<file path="config.mk">
export PLATFORM = sky130hd
export DESIGN_NAME = tod_alarm_match
export DESIGN_NICKNAME = d
export VERILOG_FILES = /design/src/rtl/tod_alarm_pkg.sv /design/src/rtl/tod_alarm_regs.sv /design/src/rtl/tod_field_match.sv /design/src/rtl/tod_alarm_flag.sv /design/src/rtl/tod_alarm_match.sv
export SDC_FILE = /design/constraint.sdc
export NUM_CORES = 1
export LEC_CHECK = 0
export BUFFER_PORTS_ARGS = -buffer_cell sky130_fd_sc_hd__buf_2
export CAP_MARGIN = 15
export CORE_MARGIN = 2
export CORE_UTILIZATION = 48
export DETAILED_ROUTE_END_ITERATION = 12
export PLACE_DENSITY = 0.77
export SYNTH_ARGS = -nofsm -noshare
export SYNTH_HDL_FRONTEND = slang
export SYNTH_SLANG_ARGS = --single-unit
export TNS_END_PERCENT = 10
</file>
<file path="constraint.sdc">
create_clock -name clk -period 2.4 [get_ports clk]
set_clock_uncertainty 0.1 [all_clocks]
set_input_delay 0.48 -clock clk [delete_from_list [all_inputs] [get_ports clk]]
set_output_delay 0.48 -clock clk [all_outputs]
set_load 0.05 [all_outputs]
</file>
<file path="src/rtl/tod_alarm_pkg.sv">
package tod_alarm_pkg;
  localparam int BYTE_W   = 8;
  localparam int N_FIELDS = 3;
  localparam int SEL_W    = $clog2(N_FIELDS + 1);

  typedef enum logic [SEL_W-1:0] {
    FLD_SEC  = 2'd0,
    FLD_MIN  = 2'd1,
    FLD_HR   = 2'd2,
    FLD_NONE = 2'd3
  } field_sel_e;

  typedef logic [BYTE_W-1:0] tbyte_t;

  // Wildcard when both top bits of the alarm byte are set
  function automatic logic is_wild(tbyte_t a);
    return a[BYTE_W-1] & a[BYTE_W-2];
  endfunction

  function automatic logic field_hit(tbyte_t a, tbyte_t c);
    return is_wild(a) || (a == c);
  endfunction
endpackage

</file>
<file path="src/rtl/tod_alarm_regs.sv">
module tod_alarm_regs import tod_alarm_pkg::*; #(
  parameter tbyte_t RST_VAL = '0
) (
  input  logic                             clk,
  input  logic                             rst_n,
  input  logic                             wr,
  input  logic [SEL_W-1:0]                 sel,
  input  tbyte_t                           wdata,
  output logic [N_FIELDS-1:0][BYTE_W-1:0]  alm_q
);
  for (genvar i = 0; i < N_FIELDS; i++) begin : g_fld
    tbyte_t q;
    always_ff @(posedge clk) begin
      if (!rst_n)                         q <= RST_VAL;
      else if (wr && sel == SEL_W'(i))    q <= wdata;
    end
    assign alm_q[i] = q;
  end
endmodule

</file>
<file path="src/rtl/tod_field_match.sv">
module tod_field_match import tod_alarm_pkg::*; (
  input  tbyte_t alm_byte,
  input  tbyte_t cur_byte,
  output logic   hit
);
  assign hit = field_hit(alm_byte, cur_byte);
endmodule

</file>
<file path="src/rtl/tod_alarm_flag.sv">
module tod_alarm_flag (
  input  logic clk,
  input  logic rst_n,
  input  logic tick,
  input  logic all_hit,
  input  logic rd,
  input  logic en,
  output logic flag,
  output logic irq
);
  logic set_evt;
  assign set_evt = tick & all_hit;

  // A set in the same cycle as a read wins, so no event is lost
  always_ff @(posedge clk) begin
    if (!rst_n)       flag <= 1'b0;
    else if (set_evt) flag <= 1'b1;
    else if (rd)      flag <= 1'b0;
  end

  assign irq = flag & en;
endmodule

</file>
<file path="src/rtl/tod_alarm_match.sv">
module tod_alarm_match import tod_alarm_pkg::*; #(
  parameter tbyte_t ALARM_RST = '0
) (
  input  logic               clk,
  input  logic               rst_n,
  input  logic               upd_done,
  input  logic [BYTE_W-1:0]  cur_sec,
  input  logic [BYTE_W-1:0]  cur_min,
  input  logic [BYTE_W-1:0]  cur_hr,
  input  logic               alm_wr,
  input  logic [SEL_W-1:0]   alm_sel,
  input  logic [BYTE_W-1:0]  alm_wdata,
  input  logic               alm_en,
  input  logic               stat_rd,
  output logic               alarm_flag,
  output logic               alarm_irq
);
  logic [N_FIELDS-1:0][BYTE_W-1:0] alm_q;
  logic [N_FIELDS-1:0][BYTE_W-1:0] cur_vec;
  logic [N_FIELDS-1:0]             fld_hit;
  logic                            all_hit;

  assign cur_vec[FLD_SEC] = cur_sec;
  assign cur_vec[FLD_MIN] = cur_min;
  assign cur_vec[FLD_HR]  = cur_hr;

  tod_alarm_regs #(.RST_VAL(ALARM_RST)) u_regs (
    .clk   (clk),
    .rst_n (rst_n),
    .wr    (alm_wr),
    .sel   (alm_sel),
    .wdata (alm_wdata),
    .alm_q (alm_q)
  );

  for (genvar i = 0; i < N_FIELDS; i++) begin : g_cmp
    tod_field_match u_fm (
      .alm_byte (alm_q[i]),
      .cur_byte (cur_vec[i]),
      .hit      (fld_hit[i])
    );
  end

  assign all_hit = &fld_hit;

  tod_alarm_flag u_flag (
    .clk     (clk),
    .rst_n   (rst_n),
    .tick    (upd_done),
    .all_hit (all_hit),
    .rd      (stat_rd),
    .en      (alm_en),
    .flag    (alarm_flag),
    .irq     (alarm_irq)
  );
endmodule

</file>
==> impl_summary.md, run 1 <==
Power and ir drop
The power per standard cell area is 502 nW/um^2. The switching share of power is 25.5%. The peak ir drop on the vdd network is 0.462 mV. The share of total power dissipated in sequential elements is 58.7%. The share of total power dissipated in the clock network is 26.0%. Summed over all cells, the static leakage comes to 0.708 nW.

Summed over all nets, the switching power comes to 0.000191 W. In this run, the combinational gates consume 15.3% of the power. Cell internal power was estimated by the tool at 0.000557 W.

Drt
In the routed layout, each cell is associated on average with a via count of 5.07. The remaining antenna violation count is 0. The detailed-route DRC error count is 0. For this block, the routed nets add up to 2470 um of wire.

The number of violations reported at the end of detailed-routing iteration 0 is 13. For this run, the detailed router's first-pass iteration total came to 4. The detailed router placed 963 vias in this run. The per-cell routed wire length is 13.0 um.

STA
The setup TNS is 0 ns. The achievable clock frequency is 0.612 GHz. The max-slew violation total from the final report came to 0. The routed design could run at a clock period as short as 1.63 ns. Setup repair after global routing left no endpoint under its margin. Setup violations remaining at the end of the flow were counted as 0. The relative slew slack is 62.8%. The number of hold violations in the final report is 0. Dividing the final minimum period by the clock period gives 68.0%. The slew of the pin with the lowest slew margin is 0.557 ns.

Outcome
The flow ran to the end, and the final reports show no timing, DRC or antenna violations.

Worst hold path
The depth of the worst hold-timing path is 3. The classification of the worst-slack hold path is input pin to flip-flop. The startpoint identified for the worst hold timing path is upd_done.

The end point of the worst hold path is u_flag.flag.

GRT
The via count of the first global-routing pass is 862. Entering global routing, the biggest net connects 27 pins. The first global-routing pass estimated 3860 um of wire. Global routing finished with a remaining overflow of 0. The total global-route track usage is 18.4%. The number of antenna violations at the first check in global routing is 0.

Final layout
For this run, the share of the core covered by cells in the final layout is 60.8%. The fraction of final layout cells with drive strength greater than 1 is 28.7%. The net total in the final layout is 201. The signed area change from the synthesized netlist to the final layout is 20.9%. In the layout the commonest cells are 41 x buf_2, 25 x dfxtp_1, 24 x mux2i_1, 24 x nor2b_1, 16 x xor2_1.

The library cell used most frequently in the layout, excluding fill and tap cells, is buf_2. The repair_antennas step left the layout with diodes totalling 0.

Clocking
The hold buffer count at CTS is 0. After clock tree synthesis, the clock-pin slew on the worst setup and hold paths is 0.13 ns. The tree is rooted in a clkbuf_4.

No sink is reached through more buffers than the 2 on the longest clock path. Clock latency on the worst-skew pair, taken at its later pin, is 0.33 ns. The H-tree depth reported by CTS is 1. The number of clock buffers inserted by TritonCTS is 3. Buffers added to address setup during post-CTS repair amount to 0. TritonCTS built the clock tree. Post-CTS repair changed the size of 0 cells.

The TritonCTS sink count is 25.

Setup path
The cell class contributing the biggest share of worst-path delay is flip-flops. The kind of capture point of the worst setup path is a primary output. Walking the worst path, the cells encountered are and2_1, buf_2.

Data arrives at the worst endpoint at 1.05 ns. The worst register-to-register path begins at u_regs.g_fld[1].q[6]. The required time at the worst-slack endpoint is 1.82 ns. The highest fanout seen on the critical path is 3. The class of the most critical setup path is flip-flop to primary output. For this design, the slowest cell found on the critical path is dfxtp_1.

The number of buffers and inverters on the critical path is 1. The endpoint identified for the worst register-to-register timing path is u_flag.flag. The element type at the critical path start is a flip-flop. The setup slack on the worst flop-to-flop path is 1.00 ns. The number of cell instances on the worst register-to-register path is 4.

For this run, the slowest stage of the critical path takes 0.36 ns.

Floorplanning
The I/O pin count is 42. Measured along the x axis, the die boundary spans 54.7 um. The initialized floorplan defines 18 standard-cell rows. For this configuration, the core starts out at a cell density of 50.3%.

The placeable core region is 2450 um^2. The floorplan die height is 54.7 um. The area of the die is 2990 um^2.

Place
At the end of routability-driven placement, the weighted congestion stood at 0.785. The count of buffers from port buffering is 41. The HPWL reported at the end of detailed placement is 2000 um.

Synthesis
Summing every instance area after synthesis gives 1230 um^2. Synthesis produced a netlist with a net count of 159. For this run, the number of Yosys warnings is 0. Yosys mapped the design onto 17 distinct sky130hd cell types. The number of cells produced by synthesis is 119. The share of the Yosys chip area taken by registers is 40.6%. Dividing the synthesized area by the synthesized cell count gives 10.4 um^2. The number of storage elements in the synthesis netlist is 25.

Job
The max-capacitance violation count is 0.
==> sequential cells by signal, indices dropped and copies added (netlist names) <==
signal          flops
u_regs.g_fld.q     24
u_flag.flag         1
==> metal layers <==
| metal | track usage, % | share of wire, % | vias up |
|---|---|---|---|
| met4 | 3.75 | 0.41 | 0 |
| li1 | - | - | 483 |
| met3 | 6.01 | 7.6 | 2 |
| met2 | 30.8 | 51 | 31 |
| met5 | 0 | 0 | - |
| met1 | 22.9 | 41 | 447 |
==> final cells by class <==
type,instances,area (um^2)
Fill cell,221,963
Timing Repair Buffer,42,213
Sequential cell,25,500
Tap cell,30,37.5
Clock inverter,1,7.51
Clock buffer,3,22.5
Multi-Input combinational cell,89,711
==> stage by stage <==
stage	setup WS [ns]	instance area, um^2	total power, W	hold WS (ns)	std cells
2_1_floorplan	0.692	1230	0.000511	0.403	119
5_1_grt	0.707	1490	0.000788	0.308	190
3_5_place_dp	0.738	1460	0.000564	0.396	186
4_1_cts	0.754	1490	0.000756	0.298	190
6_report	0.767	1490	0.000748	0.305	190
3_3_place_gp	0.814	1460	0.000559	0.387	186
==> power by group through the flow <==
stage	sequential, W	clock (W)	combinational [W]
after detailed placement	0.000449	0	0.000115
final	0.000439	0.000195	0.000114
after CTS	0.000440	0.000200	0.000116
after global routing	0.000441	0.000219	0.000127
after floorplan	0.000446	0	0.0000655
after global placement	0.000448	0	0.000110
==> Yosys cell counts <==
cell      instances  area [um^2]
o31ai_1           1         7.51
nor4_1            4         25.0
nand3b_1          3         22.5
o21ai_0           1         5.00
xor2_1           16          140
mux2i_1          24          240
and2_1            1         6.26
clkbuf_1          2         7.51
buf_2             3         15.0
nand2_1           1         3.75
nor3b_1           1         7.51
a22oi_1           2         15.0
nand3_1           1         5.00
nand4_1           2         12.5
dfxtp_1          25          500
xnor2_1           8         70.1
nor2b_1          24          150
==> cell families (layout without fill, tap and decap cells) <==
| family | Yosys count | after routing | synth area share [%] |
|---|---|---|---|
| and+or+nand+nor | 37 | 37 | 18.9 |
| DFF | 25 | 25 | 40.6 |
| xor gates and xnor gates | 24 | 24 | 17.0 |
| muxes | 24 | 24 | 19.5 |
| buffers and inverters | 5 | 46 | 1.83 |
| AOI/OAI and AO/OA | 4 | 4 | 2.23 |
==> worst max-delay path by stage <==
stage,start,end,depth (start not counted)
3_3_place_gp,alm_sel[0],u_regs.g_fld[2].q[5],4
5_1_grt,u_flag.flag,alarm_irq,2
4_1_cts,u_flag.flag,alarm_irq,2
3_5_place_dp,alm_sel[0],u_regs.g_fld[2].q[7],4
2_1_floorplan,u_flag.flag,alarm_irq,1
6_report,u_flag.flag,alarm_irq,2
==> worst reg2reg max path, stage by stage (launching register included) <==
cell and delay, ns:
dfxtp_1 0.36, xor2_1 0.16, nor4_1 0.32, a22oi_1 0.14, o31ai_1 0.24
No activity file was read; power rests on OpenSTA's default activity.
==> run 2: changes to the inputs <==
==> constraint.sdc (replaced) <==
create_clock -name clk -period 1.7 [get_ports clk]
set_clock_uncertainty 0.1 [all_clocks]
set_input_delay 0.34 -clock clk [delete_from_list [all_inputs] [get_ports clk]]
set_output_delay 0.34 -clock clk [all_outputs]
set_load 0.05 [all_outputs]
==> impl_summary.md, run 2 (same netlist as run 1, synthesis figures left out) <==
Outcome
The flow ran to the end, and the final reports show no timing, DRC or antenna violations.

Final layout
The post-route cell area is 1500 um^2. The largest registers in the layout are u_regs.g_fld.q: 24 flops, u_flag.flag: 1 flops. The final layout contains 202 nets.

The register with the most flip-flops in the layout has 24 of them. In the layout the commonest cells are 41 x buf_2, 25 x dfxtp_1, 24 x mux2i_1, 24 x nor2b_1, 16 x xor2_1. The register with the highest flop count is u_regs.g_fld.q. 0 antenna diodes ended up in the layout. The area growth from synthesis to layout is 21.5%. Leaving out fill and tap cells, the most frequent cell in the layout is buf_2. The post-route netlist has 29.2% of its cells at a drive strength greater than 1.

GRT
Global routing consumed, on the met1 layer, 20.3% of the routing resources. For met3 alone, demand over resource in global routing was 2.73%. After global routing, the most crowded layer is met2. Global routing used 16.7% of the available tracks across all layers. The global-route congestion overflow total is 0. Global routing consumed, on the met2 layer, 29.8% of the routing resources. The via count of the first global-routing pass was 809. The first global-routing pass estimated 3510 um of wire. The number of antenna violations at the first check in global routing is 0. Entering global routing, the biggest net connects 27 pins.

Setup path
For the worst setup path, the data required time is 1.26 ns. The worst setup path is captured at a primary output. The critical path is of the flip-flop to primary output type. In this run the worst path has a maximum fanout of 3.

The reg-to-reg critical path startpoint is u_regs.g_fld[1].q[6]. The setup slack on the worst flop-to-flop path is 0.32 ns. The worst register-to-register path has a depth of 4.

STA classifies the critical path startpoint as a flip-flop. Data arrives at the worst endpoint at 1.04 ns. The end of the worst register-to-register path is u_flag.flag.

Clocking
The clock edge transition at the registers on the reported setup and hold paths is 0.12 ns. The cell at the root of the clock tree is clkbuf_4. The number of gates resized after cts is 0. The TritonCTS clock tree is done. The hold buffer count at CTS is 0.

The post-CTS setup-driven buffer insertion count is 0. Clock latency on the worst-skew pair, taken at its later pin, is 0.31 ns. The number of buffers between clock root and the deepest sink is 2. CTS built an H-tree with a depth of 1. Buffers inserted during clock tree synthesis total 3. The TritonCTS sink count is 25.

Drt
In the routed layout, each cell is associated on average with a via count of 4.95. In this run the remaining antenna-violating nets after routing total 0. The per-cell routed wire length is 12.3 um. The number of violations reported at the end of detailed-routing iteration 0 is 5.

After detailed routing, the number of remaining DRC violations is 0. The routed layout has 946 vias. The first detailed-routing pass took 4 iterations. The routed wire length is 2350 um.

Place
Summing all placed instances gives a cell area of 1470 um^2. Once detailed placement completed, the half-perimeter wirelength came to 1910 um. At the end of routability-driven placement, the weighted congestion stood at 0.767. In this run the tool buffered the top-level ports with 41 buffer cells.

Job
The max-capacitance violation count is 0.

Power and ir drop
In this run the static leakage power is 0.713 nW. The power per standard cell area is 695 nW/um^2. Across the VDD grid, the largest voltage drop is 0.518 mV.

Worst hold path
The startpoint identified for the worst hold timing path is upd_done. The tightest min-delay check is of the input pin to flip-flop type. The worst hold path terminates at u_flag.flag. The worst hold path was traced through 3 stages.

STA
The max-slew violation total from the final report came to 0. The relative slew slack is 63.2%. Setup repair after global routing left no endpoint under its margin. The number of hold violations in the final report is 0. The minimum clock period is 1.48 ns. Static timing analysis puts the maximum clock frequency at 0.678 GHz. The setup TNS is 0 ns.

After layout, the worst path uses 86.8% of the clock period. For the pin with the worst max-slew slack, the measured transition is 0.551 ns. The setup-violating endpoint count in the final report is 0.

Floorplanning
The horizontal die dimension is 54.7 um. 42 I/O pins were placed. The die is 54.7 um tall.

The placeable core region is 2450 um^2. The number of core rows is 18. For this configuration, the core starts out at a cell density of 50.3%. The die covers 2990 um^2.
-- run 2: worst max path at each step --
stage	start	endpoint	slack, ns	cells after the start
after floorplan	u_flag.flag	alarm_irq	0.13	1
after global placement	alm_sel[0]	u_regs.g_fld[2].q[5]	0.26	4
after detailed placement	alm_sel[0]	u_regs.g_fld[2].q[4]	0.19	4
after CTS	u_flag.flag	alarm_irq	0.21	2
after global routing	u_regs.g_fld[1].q[6]	u_flag.flag	0.14	4
final	u_flag.flag	alarm_irq	0.22	2
-- run 2: area by class of cell --
class	instances	area, um^2
Clock inverter	1	7.51
Fill cell	230	956
Tap cell	30	37.5
Multi-Input combinational cell	89	711
Clock buffer	3	22.5
Timing Repair Buffer	43	220
Sequential cell	25	500
-- run 2: layer usage --
layer,share of wire [%],wire length [um]
met3,6.0,140
met1,42,997
met4,0.64,15
met2,51,1190
met5,0,0
-- run 2: power by group --
group,internal [W],switching [W]
Combinational,0.0000923,0.0000686
Sequential,0.000605,0.0000143
Clock,0.0000896,0.000172
-- run 2: per-stage QoR --
stage | worst slack (ns) | std cells | power, W | utilization [%] | hold WS, ns
2_1_floorplan | 0.132 | 119 | 0.000722 | - | 0.368
3_3_place_gp | 0.255 | 187 | 0.000791 | 59.8 | 0.397
3_5_place_dp | 0.186 | 187 | 0.000796 | 59.8 | 0.397
4_1_cts | 0.209 | 191 | 0.00106 | 61.1 | 0.172
5_1_grt | 0.141 | 191 | 0.00110 | 61.1 | 0.197
6_report | 0.225 | 191 | 0.00104 | 61.1 | 0.184
-- run 2: worst max-delay path: stages, from the launching register on --
cell and delay, ns:
dfxtp_1 0.37, and2_1 0.12, buf_2 0.25
